File: src/rtl/tmr_pkg.sv
package tmr_pkg;

    typedef enum logic [2:0] {
        A_CNT_LO = 3'd0,
        A_CNT_HI = 3'd1,
        A_CMP_LO = 3'd2,
        A_CMP_HI = 3'd3,
        A_CTRL   = 3'd4,
        A_MODE   = 3'd5,
        A_FLAG   = 3'd6
    } reg_addr_e;

    // Control byte layout, MSB first: bit5 .. bit0
    typedef struct packed {
        logic       irq_en;
        logic       buf_rd;
        logic       sync;
        logic [1:0] ps;
        logic       on;
    } ctrl_t;

    localparam int CTRL_W = $bits(ctrl_t);
    localparam int MODE_W = 4;
    localparam logic [MODE_W-1:0] MODE_SPECIAL = 4'b1011;

endpackage

File: src/rtl/tmr_prescale.sv
module tmr_prescale #(
    parameter int PS_W  = 2,
    parameter int PRE_W = (1 << PS_W) - 1
) (
    input  logic            clk,
    input  logic            rst,
    input  logic            run,
    input  logic [PS_W-1:0] ps,
    output logic            tick
);
    logic [PRE_W-1:0] pre_d, pre_q;
    logic [PRE_W-1:0] limit;

    // limit = 2**ps - 1 built as a thermometer code
    always_comb begin
        limit = '0;
        for (int i = 0; i < PRE_W; i++) begin
            limit[i] = (i < int'(ps));
        end
    end

    always_comb begin
        tick  = run && (pre_q == limit);
        if (!run || tick) pre_d = '0;
        else              pre_d = pre_q + 1'b1;
    end

    always_ff @(posedge clk) begin
        if (rst) pre_q <= '0;
        else     pre_q <= pre_d;
    end

    AST_TICK_SPACING: assert property (@(posedge clk) disable iff (rst)
        (!$past(rst) && $past(tick) && (ps != '0)) |-> !tick) else $error("tick spacing");

endmodule

File: src/rtl/tmr_match.sv
module tmr_match
    import tmr_pkg::*;
#(
    parameter int CNT_W = 16
) (
    input  logic [CNT_W-1:0]  cnt,
    input  logic [CNT_W-1:0]  cmp,
    input  logic [MODE_W-1:0] mode,
    input  logic              tick,
    output logic              match_evt
);
    logic equal;
    logic special;

    always_comb begin
        equal     = (cnt == cmp);
        special   = (mode == MODE_SPECIAL);
        match_evt = tick && special && equal;
    end

endmodule

File: src/rtl/tmr_period_unit.sv
module tmr_period_unit
    import tmr_pkg::*;
#(
    parameter int BUS_W = 8,
    parameter int PS_W  = 2
) (
    input  logic             clk,
    input  logic             rst,
    input  logic             wr_en,
    input  logic             rd_en,
    input  logic [2:0]       addr,
    input  logic [BUS_W-1:0] wdata,
    output logic [BUS_W-1:0] rdata,
    input  logic             adc_en,
    output logic             irq,
    output logic             conv_start
);
    localparam int CNT_W = 2 * BUS_W;

    typedef struct packed {
        logic [CNT_W-1:0]  cnt;
        logic [CNT_W-1:0]  cmp;
        logic [BUS_W-1:0]  hi_buf;
        ctrl_t             ctrl;
        logic [MODE_W-1:0] mode;
        logic              flag;
        logic              conv;
    } state_t;

    state_t s_d, s_q;

    logic tick, match_evt, match_rst;
    logic wr_lo, wr_hi, wr_cnt, wr_flag, wrap;

    tmr_prescale #(.PS_W(PS_W)) u_pre (
        .clk (clk),
        .rst (rst),
        .run (s_q.ctrl.on),
        .ps  (s_q.ctrl.ps),
        .tick(tick)
    );

    tmr_match #(.CNT_W(CNT_W)) u_match (
        .cnt      (s_q.cnt),
        .cmp      (s_q.cmp),
        .mode     (s_q.mode),
        .tick     (tick),
        .match_evt(match_evt)
    );

    always_comb begin
        s_d       = s_q;
        wr_lo     = wr_en && (addr == A_CNT_LO);
        wr_hi     = wr_en && (addr == A_CNT_HI);
        wr_cnt    = wr_lo || wr_hi;
        wr_flag   = wr_en && (addr == A_FLAG);
        match_rst = match_evt && s_q.ctrl.sync;
        wrap      = tick && !match_rst && !wr_cnt && (&s_q.cnt);

        // counter: software write, then match clear, then step
        if (wr_cnt) begin
            if (wr_lo) s_d.cnt[BUS_W-1:0]     = wdata;
            if (wr_hi) s_d.cnt[CNT_W-1:BUS_W] = wdata;
        end else if (match_rst) begin
            s_d.cnt = '0;
        end else if (tick) begin
            s_d.cnt = s_q.cnt + 1'b1;
        end

        if (wr_en && addr == A_CMP_LO) s_d.cmp[BUS_W-1:0]     = wdata;
        if (wr_en && addr == A_CMP_HI) s_d.cmp[CNT_W-1:BUS_W] = wdata;
        if (wr_en && addr == A_CTRL)   s_d.ctrl = ctrl_t'(wdata[CTRL_W-1:0]);
        if (wr_en && addr == A_MODE)   s_d.mode = wdata[MODE_W-1:0];

        // flag: hardware set beats a coincident software clear
        if (wr_flag) s_d.flag = wdata[0];
        if (wrap)    s_d.flag = 1'b1;

        if (rd_en && addr == A_CNT_LO) s_d.hi_buf = s_q.cnt[CNT_W-1:BUS_W];

        s_d.conv = match_evt && adc_en;
    end

    always_ff @(posedge clk) begin
        if (rst) s_q <= '0;
        else     s_q <= s_d;
    end

    always_comb begin
        case (addr)
            A_CNT_LO: rdata = s_q.cnt[BUS_W-1:0];
            A_CNT_HI: rdata = s_q.ctrl.buf_rd ? s_q.hi_buf : s_q.cnt[CNT_W-1:BUS_W];
            A_CMP_LO: rdata = s_q.cmp[BUS_W-1:0];
            A_CMP_HI: rdata = s_q.cmp[CNT_W-1:BUS_W];
            A_CTRL:   rdata = {{(BUS_W-CTRL_W){1'b0}}, s_q.ctrl};
            A_MODE:   rdata = {{(BUS_W-MODE_W){1'b0}}, s_q.mode};
            A_FLAG:   rdata = {{(BUS_W-1){1'b0}}, s_q.flag};
            default:  rdata = '0;
        endcase
    end

    assign irq        = s_q.flag && s_q.ctrl.irq_en;
    assign conv_start = s_q.conv;

    AST_MATCH_CLEAR: assert property (@(posedge clk) disable iff (rst)
        (!$past(rst) && $past(match_rst && !wr_cnt)) |-> (s_q.cnt == '0)) else $error("match clear");
    AST_MATCH_NO_FLAG: assert property (@(posedge clk) disable iff (rst)
        (!$past(rst) && $past(match_rst && !s_q.flag && !wr_flag)) |-> !s_q.flag) else $error("flag on clear");
    AST_WRITE_WINS: assert property (@(posedge clk) disable iff (rst)
        (!$past(rst) && $past(wr_en && addr == A_CNT_LO)) |-> (s_q.cnt[BUS_W-1:0] == $past(wdata))) else $error("write prio");
    AST_STROBE_ADC: assert property (@(posedge clk) disable iff (rst)
        conv_start |-> (!$past(rst) && $past(adc_en))) else $error("strobe gate");
    AST_IRQ_GATE: assert property (@(posedge clk) disable iff (rst)
        irq |-> s_q.ctrl.irq_en) else $error("irq gate");
    AST_HOLD_OFF: assert property (@(posedge clk) disable iff (rst)
        (!$past(rst) && $past(!s_q.ctrl.on && !wr_cnt)) |-> (s_q.cnt == $past(s_q.cnt))) else $error("hold");

endmodule

File: config.mk
export PLATFORM = sky130hd
export DESIGN_NAME = tmr_period_unit
export DESIGN_NICKNAME = d
export VERILOG_FILES = /design/src/rtl/tmr_pkg.sv /design/src/rtl/tmr_prescale.sv /design/src/rtl/tmr_match.sv /design/src/rtl/tmr_period_unit.sv
export SDC_FILE = /design/constraint.sdc
export NUM_CORES = 1
export LEC_CHECK = 0
export ABC_AREA = 1
export ABC_CLOCK_PERIOD_IN_PS = 2500
export BUFFER_PORTS_ARGS = -buffer_cell sky130_fd_sc_hd__buf_2
export CORE_UTILIZATION = 43
export CTS_BUF_LIST = sky130_fd_sc_hd__clkbuf_8
export CTS_CLUSTER_DIAMETER = 200
export DETAILED_ROUTE_END_ITERATION = 7
export MAX_ROUTING_LAYER = met4
export PLACE_DENSITY_LB_ADDON = 0.05
export SLEW_MARGIN = 20
export SYNTH_ARGS = -nofsm -noshare
export SYNTH_HDL_FRONTEND = slang
export SYNTH_SLANG_ARGS = --single-unit
File: constraint.sdc
create_clock -name clk -period 2.5 [get_ports clk]
set_clock_uncertainty 0.1 [all_clocks]
set_input_delay 0.25 -clock clk [delete_from_list [all_inputs] [get_ports clk]]
set_output_delay 0.25 -clock clk [all_outputs]
set_load 0.01 [all_outputs]
==> results of run 1 <==
==> where the power goes <==
| part | switching (mW) | internal, mW | total, mW |
|---|---|---|---|
| clock | 0.314 | 0.193 | 0.508 |
| sequential | 0.0411 | 0.909 | 0.950 |
| combinational | 0.243 | 0.122 | 0.364 |
==> metrics by stage <==
stage	std cells	power [mW]
final	676	1.822
after CTS	676	1.822
after floorplan	551	1.200
after global routing	676	1.922
after detailed placement	668	1.326
after global placement	668	1.329
==> registers in the layout (all words and copies together), names as in the netlist <==
name / count
conv_start: 1
u_pre.pre_q: 3
s_q: 51
==> final timing paths <==
path / end / slack (ps) / cells after the start
worst min-delay path: conv_start / 80 / 3
worst min register to register: s_q[15] / 360 / 2
worst max register to register: s_q[1] / 290 / 11
worst max-delay path: s_q[1] / 290 / 11
==> routing by layer <==
layer,vias up,GRT usage [%],part of all wire [%]
met1,1734,41.53,48
met3,16,3.400,5.4
met5,-,-,0
met2,124,46.27,45
li1,1857,-,-
met4,0,8.333,1.7
==> worst min-delay path, cell delays in order <==
cell and delay (ps):
sky130_fd_sc_hd__buf_2 100, sky130_fd_sc_hd__nand2_1 60, sky130_fd_sc_hd__nor3_1 50
==> cell families after synthesis <==
family / Yosys count
AO/OA/AOI/OAI: 148
flip-flops: 55
adder cells (fa/ha/maj): 2
AND/OR/NAND/NOR: 237
buffers and inverters: 100
XOR/XNOR: 9
==> area by class of cell <==
cell class                      instances  area (um2)
Clock buffer                            5       68.82
Clock inverter                          3       15.01
Fill cell                             846        3963
Inverter                               81       306.5
Multi-Input combinational cell        396        1981
Sequential cell                        55        1101
Tap cell                              102       127.6
Timing Repair Buffer                   34       205.2
==> cells in the mapped netlist, drive strengths merged, types with 4 or more instances <==
cell      n
buf       6
nand3    43
a21oi    74
clkbuf   13
nor2     58
nand2   124
inv      81
o21ai    56
xor2      5
dfxtp    55
o22ai     4
nor3      5
nand4     5
a221oi    5
xnor2     4
==> flow_summary.rst, run 1 <==
.. list-table::
   :header-rows: 1

   * - Metric
     - Value
   * - XOR/XNOR Fraction of Synth Area
     - 2.260%
   * - Initial Util
     - 44.89%
   * - Die extent in y
     - a little over 90 um
   * - Layout-stage area growth over the synthesis result
     - 9.114%
   * - Post-route cell area
     - approximately 0.0038 mm2
   * - Crit-path max cell delay
     - around 480 ps
   * - Leakage Power
     - ~1.7 nW
   * - Worst hold slack across all endpoints
     - around 80 ps
   * - Primary flip-flop cell chosen by synthesis mapping
     - sky130_fd_sc_hd__dfxtp_1
   * - Post-synth EDFFs
     - 0
   * - TritonCTS Buffers
     - 5
   * - Number of failing setup endpoints in the final timing report
     - 0
   * - Path type of the worst setup path
     - reg -> reg
   * - Clock Sink Count
     - 55
   * - Share of flip-flops with an asynchronous set or reset after synthesis
     - 0%
   * - Critical path endpoint category
     - flip-flop
   * - Flops & latches, synth
     - between 50 and 60
   * - Site row count
     - 32
   * - Cell variety after synth
     - 35
   * - CTS tree
     - built
   * - Total of buffers placed on input and output ports
     - 25
   * - Number of buffers on the longest clock path
     - 2
   * - Share of synthesized cell area in and, or, nand and nor gates
     - a little under a third
   * - VDD IR-drop max
     - roughly 0.20 mV
   * - First-pass detailed-route iteration total
     - 5
   * - Total routing usage reported by global routing
     - 30.03%
   * - Routed vias
     - around 3700
   * - Leading cell types by total area after synthesis
     - sky130_fd_sc_hd__dfxtp_1 32%, sky130_fd_sc_hd__nand2_1 13%, sky130_fd_sc_hd__a21oi_1 11%
   * - Run status
     - completed
   * - Category of cells accounting for the largest share of critical-path delay
     - simple AND/OR/NAND/NOR gates
   * - Cell count after synthesis
     - between 500 and 600
   * - Minimum setup slack in the final design
     - between 200 and 300 ps
   * - Clock tree root buffer cell
     - sky130_fd_sc_hd__clkbuf_8
   * - Portion of the clock cycle consumed by the worst path in the final layout
     - 88.31%
   * - Startpoint of the most critical register-to-register path
     - s_q[36]
   * - Detail Route Antenna Nets
     - 0
   * - Routed length per instance
     - about 17 um
   * - Adder-Cell Fraction of Synth Area
     - 0.7176%
   * - Number of resized instances in the post-cts repair step
     - 0
   * - CP Buf/Inv Count
     - 0
   * - Number of failing hold endpoints at the final stage
     - 0
   * - First element of the critical path
     - s_q[36]
   * - Data arrival time of the worst path
     - roughly 2400 ps
   * - Post-DP Area
     - 0.003721 mm2
   * - Vias in the first global route
     - 3421
   * - Path type of the worst min-delay path
     - in -> reg
   * - Crit-path slowest cell
     - sky130_fd_sc_hd__dfxtp_1
   * - Number of warnings reported in the yosys synthesis log
     - 0
   * - Largest net degree at the start of global routing
     - 26
   * - Diode insertion count for antenna repair
     - 0
   * - Transition time at the pin with the least slew margin
     - roughly 600 ps
   * - Total Routed Length
     - around 12000 um
   * - Post-synthesis instance area
     - between 0.003 and 0.004 mm2
   * - Crit-path max FO
     - 7
   * - Average footprint of a synthesized cell
     - approximately 6.3 um2
   * - Worst-case headroom to the max-slew limit
     - roughly three fifths
   * - Final TNS setup
     - 0 ps
   * - Initial antenna violation count
     - 0
   * - Proportion of layout cells with a drive suffix above 1
     - between 10% and 20%
   * - Biggest area consumer among synthesized cells
     - sky130_fd_sc_hd__dfxtp_1
   * - Pre-CTS setup slack
     - about 350 ps
   * - Area enclosed by the die boundary
     - 0.008473 mm2
   * - Chip width
     - between 90 and 100 um
   * - Total number of H-tree levels
     - 2
   * - Post-CTS Hold Buffers
     - 0
   * - Detailed placer's ending HPWL
     - 9102 um
   * - Global-route congestion overflow total
     - 0
   * - Nets in the synthesized netlist
     - approximately 570
   * - Clk pin slew, worst setup/hold paths
     - between 100 and 150 ps
   * - Time the worst path needs with I/O delays and setup
     - between 2000 and 2500 ps
   * - Total count of max-transition violations in the final report
     - 0
   * - Placer Congestion
     - between 1 and 1.5
   * - Main combinational cell family by area after synthesis
     - simple AND/OR/NAND/NOR gates
   * - Total power density per cell area
     - about 480 mW/mm2
   * - Insertion delay of the later-clocked pin in the worst-skew pair
     - around 320 ps
   * - Start point of the worst min-delay path
     - adc_en
   * - Standard cell core area
     - roughly 0.0078 mm2
   * - Number of top-level design ports
     - 26
   * - Synth top area share
     - between 30% and 40%
   * - Utilization of the core after routing
     - a little under 50%
   * - Final nets
     - 591
   * - Maximum achievable frequency
     - 453.0 MHz
   * - Mux share of post-synthesis cell area
     - 0%
   * - Most common library cell in the layout ignoring fill and taps
     - sky130_fd_sc_hd__nand2_1
   * - Drt initial violations
     - between 300 and 400
   * - Number of remaining DRC errors
     - 0
   * - Worst-path cell chain
     - ha_1 > nand2_1 > nor2_1 > nand3_1 > nor2_1 > nand2_1 > nor2_1 > nand2_1 > nor2_1 > nand2_1 > a21oi_1
   * - Max_cap viols
     - 0
   * - Global-route wire length before repair
     - about 19000 um
   * - Highest-count cells in the layout ignoring fill and taps
     - 118 x sky130_fd_sc_hd__nand2_1, 79 x sky130_fd_sc_hd__inv_1, 74 x sky130_fd_sc_hd__a21oi_1, 56 x sky130_fd_sc_hd__o21ai_0, 55 x sky130_fd_sc_hd__dfxtp_1
   * - Required time at the worst-slack endpoint
     - between 2000 and 3000 ps
   * - Kind of start point of the critical path
     - flip-flop
   * - Compound-cell area share of the yosys netlist
     - between 20% and 30%
   * - Via/cell ratio
     - between 5 and 6
   * - Post-CTS repair timing setup buffer count
     - 0
   * - Unrepaired setup endpoints after global routing
     - false
   * - Sequential fraction of the synthesis area
     - roughly a third
No activity file was read; power rests on OpenSTA's default activity.
==> inputs of run 2 (changes only) <==
--- a/config.mk
+++ b/config.mk
@@ -13,7 +13,7 @@
 export CTS_CLUSTER_DIAMETER = 200
 export DETAILED_ROUTE_END_ITERATION = 7
 export MAX_ROUTING_LAYER = met4
-export PLACE_DENSITY_LB_ADDON = 0.05
+export PLACE_DENSITY = 0.66
 export SLEW_MARGIN = 20
 export SYNTH_ARGS = -nofsm -noshare
 export SYNTH_HDL_FRONTEND = slang
==> run 2 against run 1 <==
Routed wire length shrank 4.0%. Via count shrank 1.3%. Global-route usage shrank 1.6 points. Clock power is essentially flat. Total power shrank 0.36%. Sequential share of layout area grew 0.25 points. Die area is the same. Non-clock buffer count shrank 3. Critical endpoint is now rdata[4]. Largest power group unchanged. Highest routed layer unchanged.
==> flow_summary.rst, run 2 (synthesized netlist as in run 1, its figures left out) <==
.. list-table::
   :header-rows: 1

   * - Metric
     - Value
   * - Run status
     - completed (unchanged)
   * - Top Metal Used
     - met4 (unchanged)
   * - Maximum achievable frequency
     - 461.9 MHz (was 453.0 MHz)
   * - Post-CTS repair timing setup buffer count
     - 0 (unchanged)
   * - Drt initial violations
     - 413 (was 324)
   * - Kind of start point of the critical path
     - flip-flop (unchanged)
   * - Path type of the worst min-delay path
     - in -> reg (unchanged)
   * - Clock tree root buffer cell
     - sky130_fd_sc_hd__clkbuf_8 (unchanged)
   * - Insertion delay of the later-clocked pin in the worst-skew pair
     - 310 ps (was 320 ps)
   * - Area enclosed by the die boundary
     - 0.008473 mm2 (unchanged)
   * - Clk pin slew, worst setup/hold paths
     - 110 ps (about the same)
   * - Max_cap viols
     - 0 (unchanged)
   * - Post-CTS Hold Buffers
     - 0 (unchanged)
   * - Total number of H-tree levels
     - 2 (unchanged)
   * - Site row count
     - 32 (unchanged)
   * - Routed length on met1
     - 5231 um (was 5624 um)
   * - Total power density per cell area
     - 480.8 mW/mm2 (was 478.9 mW/mm2)
   * - Number of buffers on the longest clock path
     - 2 (unchanged)
   * - Global-route congestion overflow total
     - 0 (unchanged)
   * - Critical path endpoint category
     - primary output (was flip-flop)
   * - Highest-count cells in the layout ignoring fill and taps
     - 118 x sky130_fd_sc_hd__nand2_1, 79 x sky130_fd_sc_hd__inv_1, 74 x sky130_fd_sc_hd__a21oi_1, 56 x sky130_fd_sc_hd__o21ai_0, 54 x sky130_fd_sc_hd__dfxtp_1 (was 118 x sky130_fd_sc_hd__nand2_1, 79 x sky130_fd_sc_hd__inv_1, 74 x sky130_fd_sc_hd__a21oi_1, 56 x sky130_fd_sc_hd__o21ai_0, 55 x sky130_fd_sc_hd__dfxtp_1)
   * - Inst Count DP
     - 665 (was 668)
   * - First-pass detailed-route iteration total
     - 5 (unchanged)
   * - Minimum setup slack in the final design
     - 335.0 ps (was 292.4 ps)
   * - Time the worst path needs with I/O delays and setup
     - 2165 ps (was 2208 ps)
   * - Non-filler instance count after layout
     - 673 (was 676)
   * - Overall power after layout
     - 1.816 mW (was 1.822 mW)
   * - Worst-case headroom to the max-slew limit
     - 65.77% (was 59.86%)
   * - Number of remaining DRC errors
     - 0 (unchanged)
   * - Via/cell ratio
     - 5.471 (was 5.519)
   * - Total of buffers placed on input and output ports
     - 25 (unchanged)
   * - Required time at the worst-slack endpoint
     - 2150 ps (was 2650 ps)
   * - Number of failing setup endpoints in the final timing report
     - 0 (unchanged)
   * - Diode insertion count for antenna repair
     - 0 (unchanged)
   * - Total area of sequential cells
     - 0.001102 mm2 (was 0.001101 mm2)
   * - Crit-path max FO
     - 14 (was 7)
   * - Detailed placer's ending HPWL
     - 8610 um (was 9102 um)
   * - Vias in the first global route
     - 3413 (was 3421)
   * - VDD IR-drop max
     - 0.2855 mV (was 0.1989 mV)
   * - Worst hold slack across all endpoints
     - 73.95 ps (was 81.20 ps)
   * - Data arrival time of the worst path
     - 1810 ps (was 2360 ps)
   * - Number of failing hold endpoints at the final stage
     - 0 (unchanged)
   * - Total count of max-transition violations in the final report
     - 0 (unchanged)
   * - Final TNS setup
     - 0 ps (unchanged)
   * - Routed length per instance
     - 16.79 um (was 17.42 um)
   * - Number of top-level design ports
     - 26 (unchanged)
   * - Portion of the clock cycle consumed by the worst path in the final layout
     - 86.60% (was 88.31%)
   * - Leakage Power
     - 1.632 nW (was 1.660 nW)
   * - Final nets
     - 588 (was 591)
   * - Proportion of layout cells with a drive suffix above 1
     - 10.16% (was 10.45%)
   * - Detailed route wirelength on metal2
     - 5104 um (was 5308 um)
   * - TritonCTS Buffers
     - 5 (unchanged)
   * - Die extent in y
     - 92.05 um (unchanged)
   * - Transition time at the pin with the least slew margin
     - 512.2 ps (was 601.4 ps)
   * - Initial Util
     - 44.89% (unchanged)
   * - Unrepaired setup endpoints after global routing
     - false (unchanged)
   * - Fillcell total
     - 854 (was 846)
   * - Largest net degree at the start of global routing
     - 43 (was 26)
   * - Global-route wire length before repair
     - 18120 um (was 18730 um)
   * - Routed vias
     - 3682 (was 3731)
   * - Met3 Routed Length
     - 700 um (was 635 um)
   * - Register with the most flip-flops
     - s_q (unchanged)
   * - Clock Sink Count
     - 55 (unchanged)
   * - Layout-stage area growth over the synthesis result
     - 8.288% (was 9.114%)
   * - Path type of the worst setup path
     - reg -> out (was reg -> reg)
   * - Detail Route Antenna Nets
     - 0 (unchanged)
   * - Total Routed Length
     - 11300 um (was 11770 um)
   * - Most common library cell in the layout ignoring fill and taps
     - sky130_fd_sc_hd__nand2_1 (unchanged)
   * - Pre-CTS setup slack
     - 429.8 ps (was 352.0 ps)
   * - Placer Congestion
     - 1.094 (was 1.042)
   * - CTS tree
     - built (unchanged)
   * - Largest register FFs
     - 51 (unchanged)
   * - Chip width
     - 92.05 um (unchanged)
   * - Standard cell core area
     - 0.007767 mm2 (unchanged)
   * - Initial antenna violation count
     - 0 (unchanged)
   * - Multi-input gate area in the final layout
     - 0.001981 mm2 (unchanged)
   * - Total routing usage reported by global routing
     - 28.45% (was 30.03%)
==> run 2: final cells by class <==
type | count | area share (%)
tap | 102 | 3.380
multi-input combinational | 396 | 52.45
clock buffer | 5 | 1.822
timing repair buffer | 31 | 4.506
inverter | 81 | 8.118
clock inverter | 3 | 0.5302
sequential | 55 | 29.19
==> run 2: metrics by stage <==
stage	instance area (um2)	utilization, %
2_1_floorplan	3487	-
3_3_place_gp	3686	47.45
3_5_place_dp	3686	47.45
4_1_cts	3775	48.60
5_1_grt	3776	48.61
6_report	3776	48.61
==> run 2: worst max-delay path, cell delays in order (launching register included) <==
cell	delay, ps
sky130_fd_sc_hd__dfxtp_2	490
sky130_fd_sc_hd__o21ai_0	210
sky130_fd_sc_hd__a221oi_1	400
sky130_fd_sc_hd__o221ai_1	220
sky130_fd_sc_hd__buf_2	180
==> run 2: routing by layer <==
metal	track usage (%)	vias up
li1	-	1842
met1	38.95	1681
met2	43.97	141
met3	3.980	18
met4	7.422	0
met5	-	-
==> run 2: power breakdown <==
part           switching [mW]  leakage, nW  internal (mW)
sequential             0.0450        0.447          0.909
clock                   0.313       0.0402          0.196
combinational           0.236         1.14          0.116
total                   0.594         1.63           1.22
==> run 2: repair_timing <==
item                       in CTS  in global routing
setup endpoints to repair       0                  1
hold endpoints to repair        0                  0
resized for setup               0                  1
==> run 2: path summary, 6_finish.rpt <==
| path | from | endpoint | slack [ps] | cells past startpoint |
|---|---|---|---|---|
| setup / recovery | s_q[10] | rdata[4] | 340 | 4 |
| hold / removal | adc_en | conv_start | 70 | 3 |
| setup reg to reg | s_q[37] | s_q[1] | 370 | 11 |
| hold reg to reg | s_q[14] | s_q[14] | 370 | 2 |
==> inputs of run 3 (changes only) <==
--- a/config.mk
+++ b/config.mk
@@ -5,7 +5,6 @@
 export SDC_FILE = /design/constraint.sdc
 export NUM_CORES = 1
 export LEC_CHECK = 0
-export ABC_AREA = 1
 export ABC_CLOCK_PERIOD_IN_PS = 2500
 export BUFFER_PORTS_ARGS = -buffer_cell sky130_fd_sc_hd__buf_2
 export CORE_UTILIZATION = 43
==> run 3 against run 2 <==
Routed wire length down 10%. Largest power group unchanged. Register-to-register slack worse by 170 ps. Maximum frequency down 6.0%. Total power fell by 1.1%. Final cell count shrank 19%. Design area shrank 2.8%. Utilization increased by 1.7 points.
==> flow_summary.rst, run 3 <==
.. list-table::
   :header-rows: 1

   * - Metric
     - Value
   * - Biggest area consumer among synthesized cells
     - sky130_fd_sc_hd__dfxtp_1 (unchanged)
   * - Initial antenna violation count
     - 0 (unchanged)
   * - Initial Util
     - 44.70% (was 44.89%)
   * - Worst-case headroom to the max-slew limit
     - 57.19% (was 65.77%)
   * - Clock tree root buffer cell
     - sky130_fd_sc_hd__clkbuf_8 (unchanged)
   * - Number of warnings reported in the yosys synthesis log
     - 0 (unchanged)
   * - Standard cell core area
     - 0.007292 mm2 (was 0.007767 mm2)
   * - Number of top-level design ports
     - 26 (unchanged)
   * - Highest-count cells in the layout ignoring fill and taps
     - 72 x sky130_fd_sc_hd__nand2_1, 55 x sky130_fd_sc_hd__dfxtp_1, 33 x sky130_fd_sc_hd__a21oi_1, 30 x sky130_fd_sc_hd__nor2_1, 25 x sky130_fd_sc_hd__buf_2 (was 118 x sky130_fd_sc_hd__nand2_1, 79 x sky130_fd_sc_hd__inv_1, 74 x sky130_fd_sc_hd__a21oi_1, 56 x sky130_fd_sc_hd__o21ai_0, 54 x sky130_fd_sc_hd__dfxtp_1)
   * - Kind of start point of the critical path
     - flip-flop (unchanged)
   * - Total of buffers placed on input and output ports
     - 25 (unchanged)
   * - Largest register FFs
     - 51 (unchanged)
   * - Detail Route Antenna Nets
     - 0 (unchanged)
   * - R2R setup slack
     - 200 ps (was 370 ps)
   * - Number of failing setup endpoints in the final timing report
     - 0 (unchanged)
   * - Post-DP Area
     - 0.003562 mm2 (was 0.003686 mm2)
   * - Proportion of layout cells with a drive suffix above 1
     - 15.37% (was 10.16%)
   * - Mux share of post-synthesis cell area
     - 8.100% (was 0%)
   * - Startpoint of the most critical register-to-register path
     - s_q[8] (was s_q[37])
   * - VDD IR-drop max
     - 0.2911 mV (was 0.2855 mV)
   * - Primary flip-flop cell chosen by synthesis mapping
     - sky130_fd_sc_hd__dfxtp_1 (unchanged)
   * - Main combinational cell family by area after synthesis
     - simple AND/OR/NAND/NOR gates (unchanged)
   * - Post-synth EDFFs
     - 0 (unchanged)
   * - Critical path endpoint category
     - flip-flop (was primary output)
   * - Adder-Cell Fraction of Synth Area
     - 0.7678% (was 0.7176%)
   * - Total count of max-transition violations in the final report
     - 0 (unchanged)
   * - Path type of the worst setup path
     - reg -> reg (was reg -> out)
   * - Average footprint of a synthesized cell
     - 7.705 um2 (was 6.329 um2)
   * - Compound-cell area share of the yosys netlist
     - 19.73% (was 22.89%)
   * - Total number of H-tree levels
     - 2 (unchanged)
   * - Minimum setup slack in the final design
     - 196.0 ps (was 335.0 ps)
   * - Non-filler instance count after layout
     - 548 (was 673)
   * - Crit-path max FO
     - 16 (was 14)
   * - Worst Reg-to-Reg Cells
     - 6 (was 11)
   * - Top cells by count, synth
     - 72 x sky130_fd_sc_hd__nand2_1, 55 x sky130_fd_sc_hd__dfxtp_1, 33 x sky130_fd_sc_hd__a21oi_1, 30 x sky130_fd_sc_hd__nor2_1 (was 118 x sky130_fd_sc_hd__nand2_1, 79 x sky130_fd_sc_hd__inv_1, 74 x sky130_fd_sc_hd__a21oi_1, 56 x sky130_fd_sc_hd__o21ai_0, 55 x sky130_fd_sc_hd__dfxtp_1)
   * - Crit-path max cell delay
     - 560 ps (was 490 ps)
   * - Total routing usage reported by global routing
     - 27.81% (was 28.45%)
   * - Placer Congestion
     - 0.9311 (was 1.094)
   * - Site row count
     - 31 (was 32)
   * - Start point of the worst min-delay path
     - adc_en (unchanged)
   * - Unrepaired setup endpoints after global routing
     - false (unchanged)
   * - Post-synthesis instance area
     - 0.003259 mm2 (was 0.003487 mm2)
   * - Number of cells on the worst hold path
     - 3 (unchanged)
   * - Detailed placer's ending HPWL
     - 7511 um (was 8610 um)
   * - Area enclosed by the die boundary
     - 0.007932 mm2 (was 0.008473 mm2)
   * - Cell variety after synth
     - 55 (was 35)
   * - Vias in the first global route
     - 2979 (was 3413)
   * - Synth top area share
     - 33.78% (was 31.58%)
   * - Flops & latches, synth
     - 55 (unchanged)
   * - Leading cell types by total area after synthesis
     - sky130_fd_sc_hd__dfxtp_1 34%, sky130_fd_sc_hd__nand2_1 8.3%, sky130_fd_sc_hd__mux2i_1 7.1% (was sky130_fd_sc_hd__dfxtp_1 32%, sky130_fd_sc_hd__nand2_1 13%, sky130_fd_sc_hd__a21oi_1 11%)
   * - Pre-CTS setup slack
     - 157.1 ps (was 429.8 ps)
   * - Required time at the worst-slack endpoint
     - 2580 ps (was 2150 ps)
   * - First-pass detailed-route iteration total
     - 5 (unchanged)
   * - XOR/XNOR Fraction of Synth Area
     - 4.031% (was 2.260%)
   * - Utilization of the core after routing
     - 50.33% (was 48.61%)
   * - Time the worst path needs with I/O delays and setup
     - 2304 ps (was 2165 ps)
   * - Number of failing hold endpoints at the final stage
     - 0 (unchanged)
   * - Inst Count DP
     - 540 (was 665)
   * - Portion of the clock cycle consumed by the worst path in the final layout
     - 92.16% (was 86.60%)
   * - Chip width
     - 89.06 um (was 92.05 um)
   * - Via/cell ratio
     - 6.049 (was 5.471)
   * - Most frequent cell after synthesis
     - sky130_fd_sc_hd__nand2_1 (unchanged)
   * - Cell count after synthesis
     - 423 (was 551)
   * - CTS tree
     - built (unchanged)
   * - Register with the most flip-flops
     - s_q (unchanged)
   * - Total Routed Length
     - 10110 um (was 11300 um)
   * - Layout-stage area growth over the synthesis result
     - 12.59% (was 8.288%)
   * - Most common library cell in the layout ignoring fill and taps
     - sky130_fd_sc_hd__nand2_1 (unchanged)
   * - Die extent in y
     - 89.06 um (was 92.05 um)
   * - Max_cap viols
     - 0 (unchanged)
   * - Insertion delay of the later-clocked pin in the worst-skew pair
     - 310 ps (about the same)
   * - Run status
     - completed (unchanged)
   * - Largest net degree at the start of global routing
     - 45 (was 43)
   * - Overall power after layout
     - 1.796 mW (was 1.816 mW)
   * - Maximum achievable frequency
     - 434.0 MHz (was 461.9 MHz)
   * - Final TNS setup
     - 0 ps (unchanged)
   * - Routed length per instance
     - 18.45 um (was 16.79 um)
   * - Diode insertion count for antenna repair
     - 0 (unchanged)
   * - Routed vias
     - 3315 (was 3682)
   * - TritonCTS Buffers
     - 5 (unchanged)
   * - Final nets
     - 466 (was 588)
   * - Share of flip-flops with an asynchronous set or reset after synthesis
     - 0% (unchanged)
   * - Global-route wire length before repair
     - 15750 um (was 18120 um)
   * - Number of remaining DRC errors
     - 0 (unchanged)
   * - Total power density per cell area
     - 489.3 mW/mm2 (was 480.8 mW/mm2)
   * - Clk pin slew, worst setup/hold paths
     - 90 ps (was 110 ps)
   * - Hold worst-path end
     - conv_start (unchanged)
   * - Transition time at the pin with the least slew margin
     - 639.8 ps (was 512.2 ps)
   * - Clock Sink Count
     - 55 (unchanged)
   * - Sequential fraction of the synthesis area
     - 33.78% (was 31.58%)
   * - Path type of the worst min-delay path
     - in -> reg (unchanged)
   * - Share of synthesized cell area in and, or, nand and nor gates
     - 29.02% (was 30.93%)
   * - Crit-path slowest cell
     - sky130_fd_sc_hd__or4b_4 (was sky130_fd_sc_hd__dfxtp_2)
   * - Number of buffers on the longest clock path
     - 2 (unchanged)
   * - Global-route congestion overflow total
     - 0 (unchanged)
   * - Worst hold slack across all endpoints
     - 98.77 ps (was 73.95 ps)
   * - Nets in the synthesized netlist
     - 441 (was 569)
   * - Drt initial violations
     - 404 (was 413)
   * - Leakage Power
     - 1.399 nW (was 1.632 nW)
   * - Post-CTS Hold Buffers
     - 0 (unchanged)
   * - Data arrival time of the worst path
     - 2380 ps (was 1810 ps)
   * - Worst-path cell chain
     - or4b_4 > and4_4 > nor2_1 > nand3_4 > a32oi_1 > a31oi_1 (was o21ai_0 > a221oi_1 > o221ai_1 > buf_2)
   * - Post-route cell area
     - 0.003670 mm2 (was 0.003776 mm2)
   * - Capture point of the worst reg-to-reg path
     - s_q[38] (was s_q[1])
run 3: cell types whose count changed after synthesis, sizes merged, moves of 10 or more:
cell / previous run / this run
and3: 1 / 12
nand3: 43 / 18
and2: 0 / 10
a22oi: 0 / 13
clkbuf: 13 / 23
nor2: 58 / 30
mux2i: 0 / 23
inv: 81 / 7
nand2: 124 / 73
a21oi: 74 / 34
o21ai: 56 / 14
run 3: critical path, delay by kind of cell, from the launching register on:
family / cells / cell delay [ps]
compound gates: 2 / 360
flops: 1 / 370
simple gates: 4 / 1350
run 3: worst max-delay path by stage:
stage | start | to | slack, ps | depth (start not counted)
6_report | s_q[8] | s_q[38] | 200 | 6
5_1_grt | u_pre.pre_q[1] | s_q[50] | 70 | 6
4_1_cts | u_pre.pre_q[1] | s_q[50] | 140 | 6
3_5_place_dp | s_q[8] | s_q[50] | 160 | 6
3_3_place_gp | s_q[8] | s_q[50] | 250 | 6
2_1_floorplan | s_q[8] | s_q[47] | 450 | 7
run 3: kinds of logic after synthesis:
kind of cell,after synthesis
simple gates,187
compound gates,100
flops,55
buf+inv,38
mux,26
xor+xnor,15
fa+ha+maj,2
run 3: layout make-up:
| type | count | area [um2] |
|---|---|---|
| Inverter | 8 | 30.03 |
| Clock inverter | 1 | 3.754 |
| Multi-Input combinational cell | 330 | 2017 |
| Clock buffer | 7 | 96.34 |
| Sequential cell | 55 | 1101 |
| Fill cell | 713 | 3622 |
| Timing Repair Buffer | 48 | 297.8 |
| Tap cell | 99 | 123.9 |
run 3: routing by layer:
layer	wire (um)	global-route usage (%)	vias up
li1	-	-	1582
met1	4499	36.31	1573
met2	4689	42.94	130
met3	600	4.986	30
met4	324	10.68	0
met5	0	-	-
run 3: what timing repair did:
action	4_1_cts	5_1_grt
gates resized for setup	0	1
setup endpoints to repair	0	1
setup buffers	0	0
endpoints found under the hold margin	0	0
run 3: report_power, final:
group / total, mW / internal, mW / switching (mW) / leakage, nW
registers: 0.944 / 0.905 / 0.0394 / 0.446
logic: 0.306 / 0.122 / 0.184 / 0.898
clock network: 0.545 / 0.250 / 0.295 / 0.0557
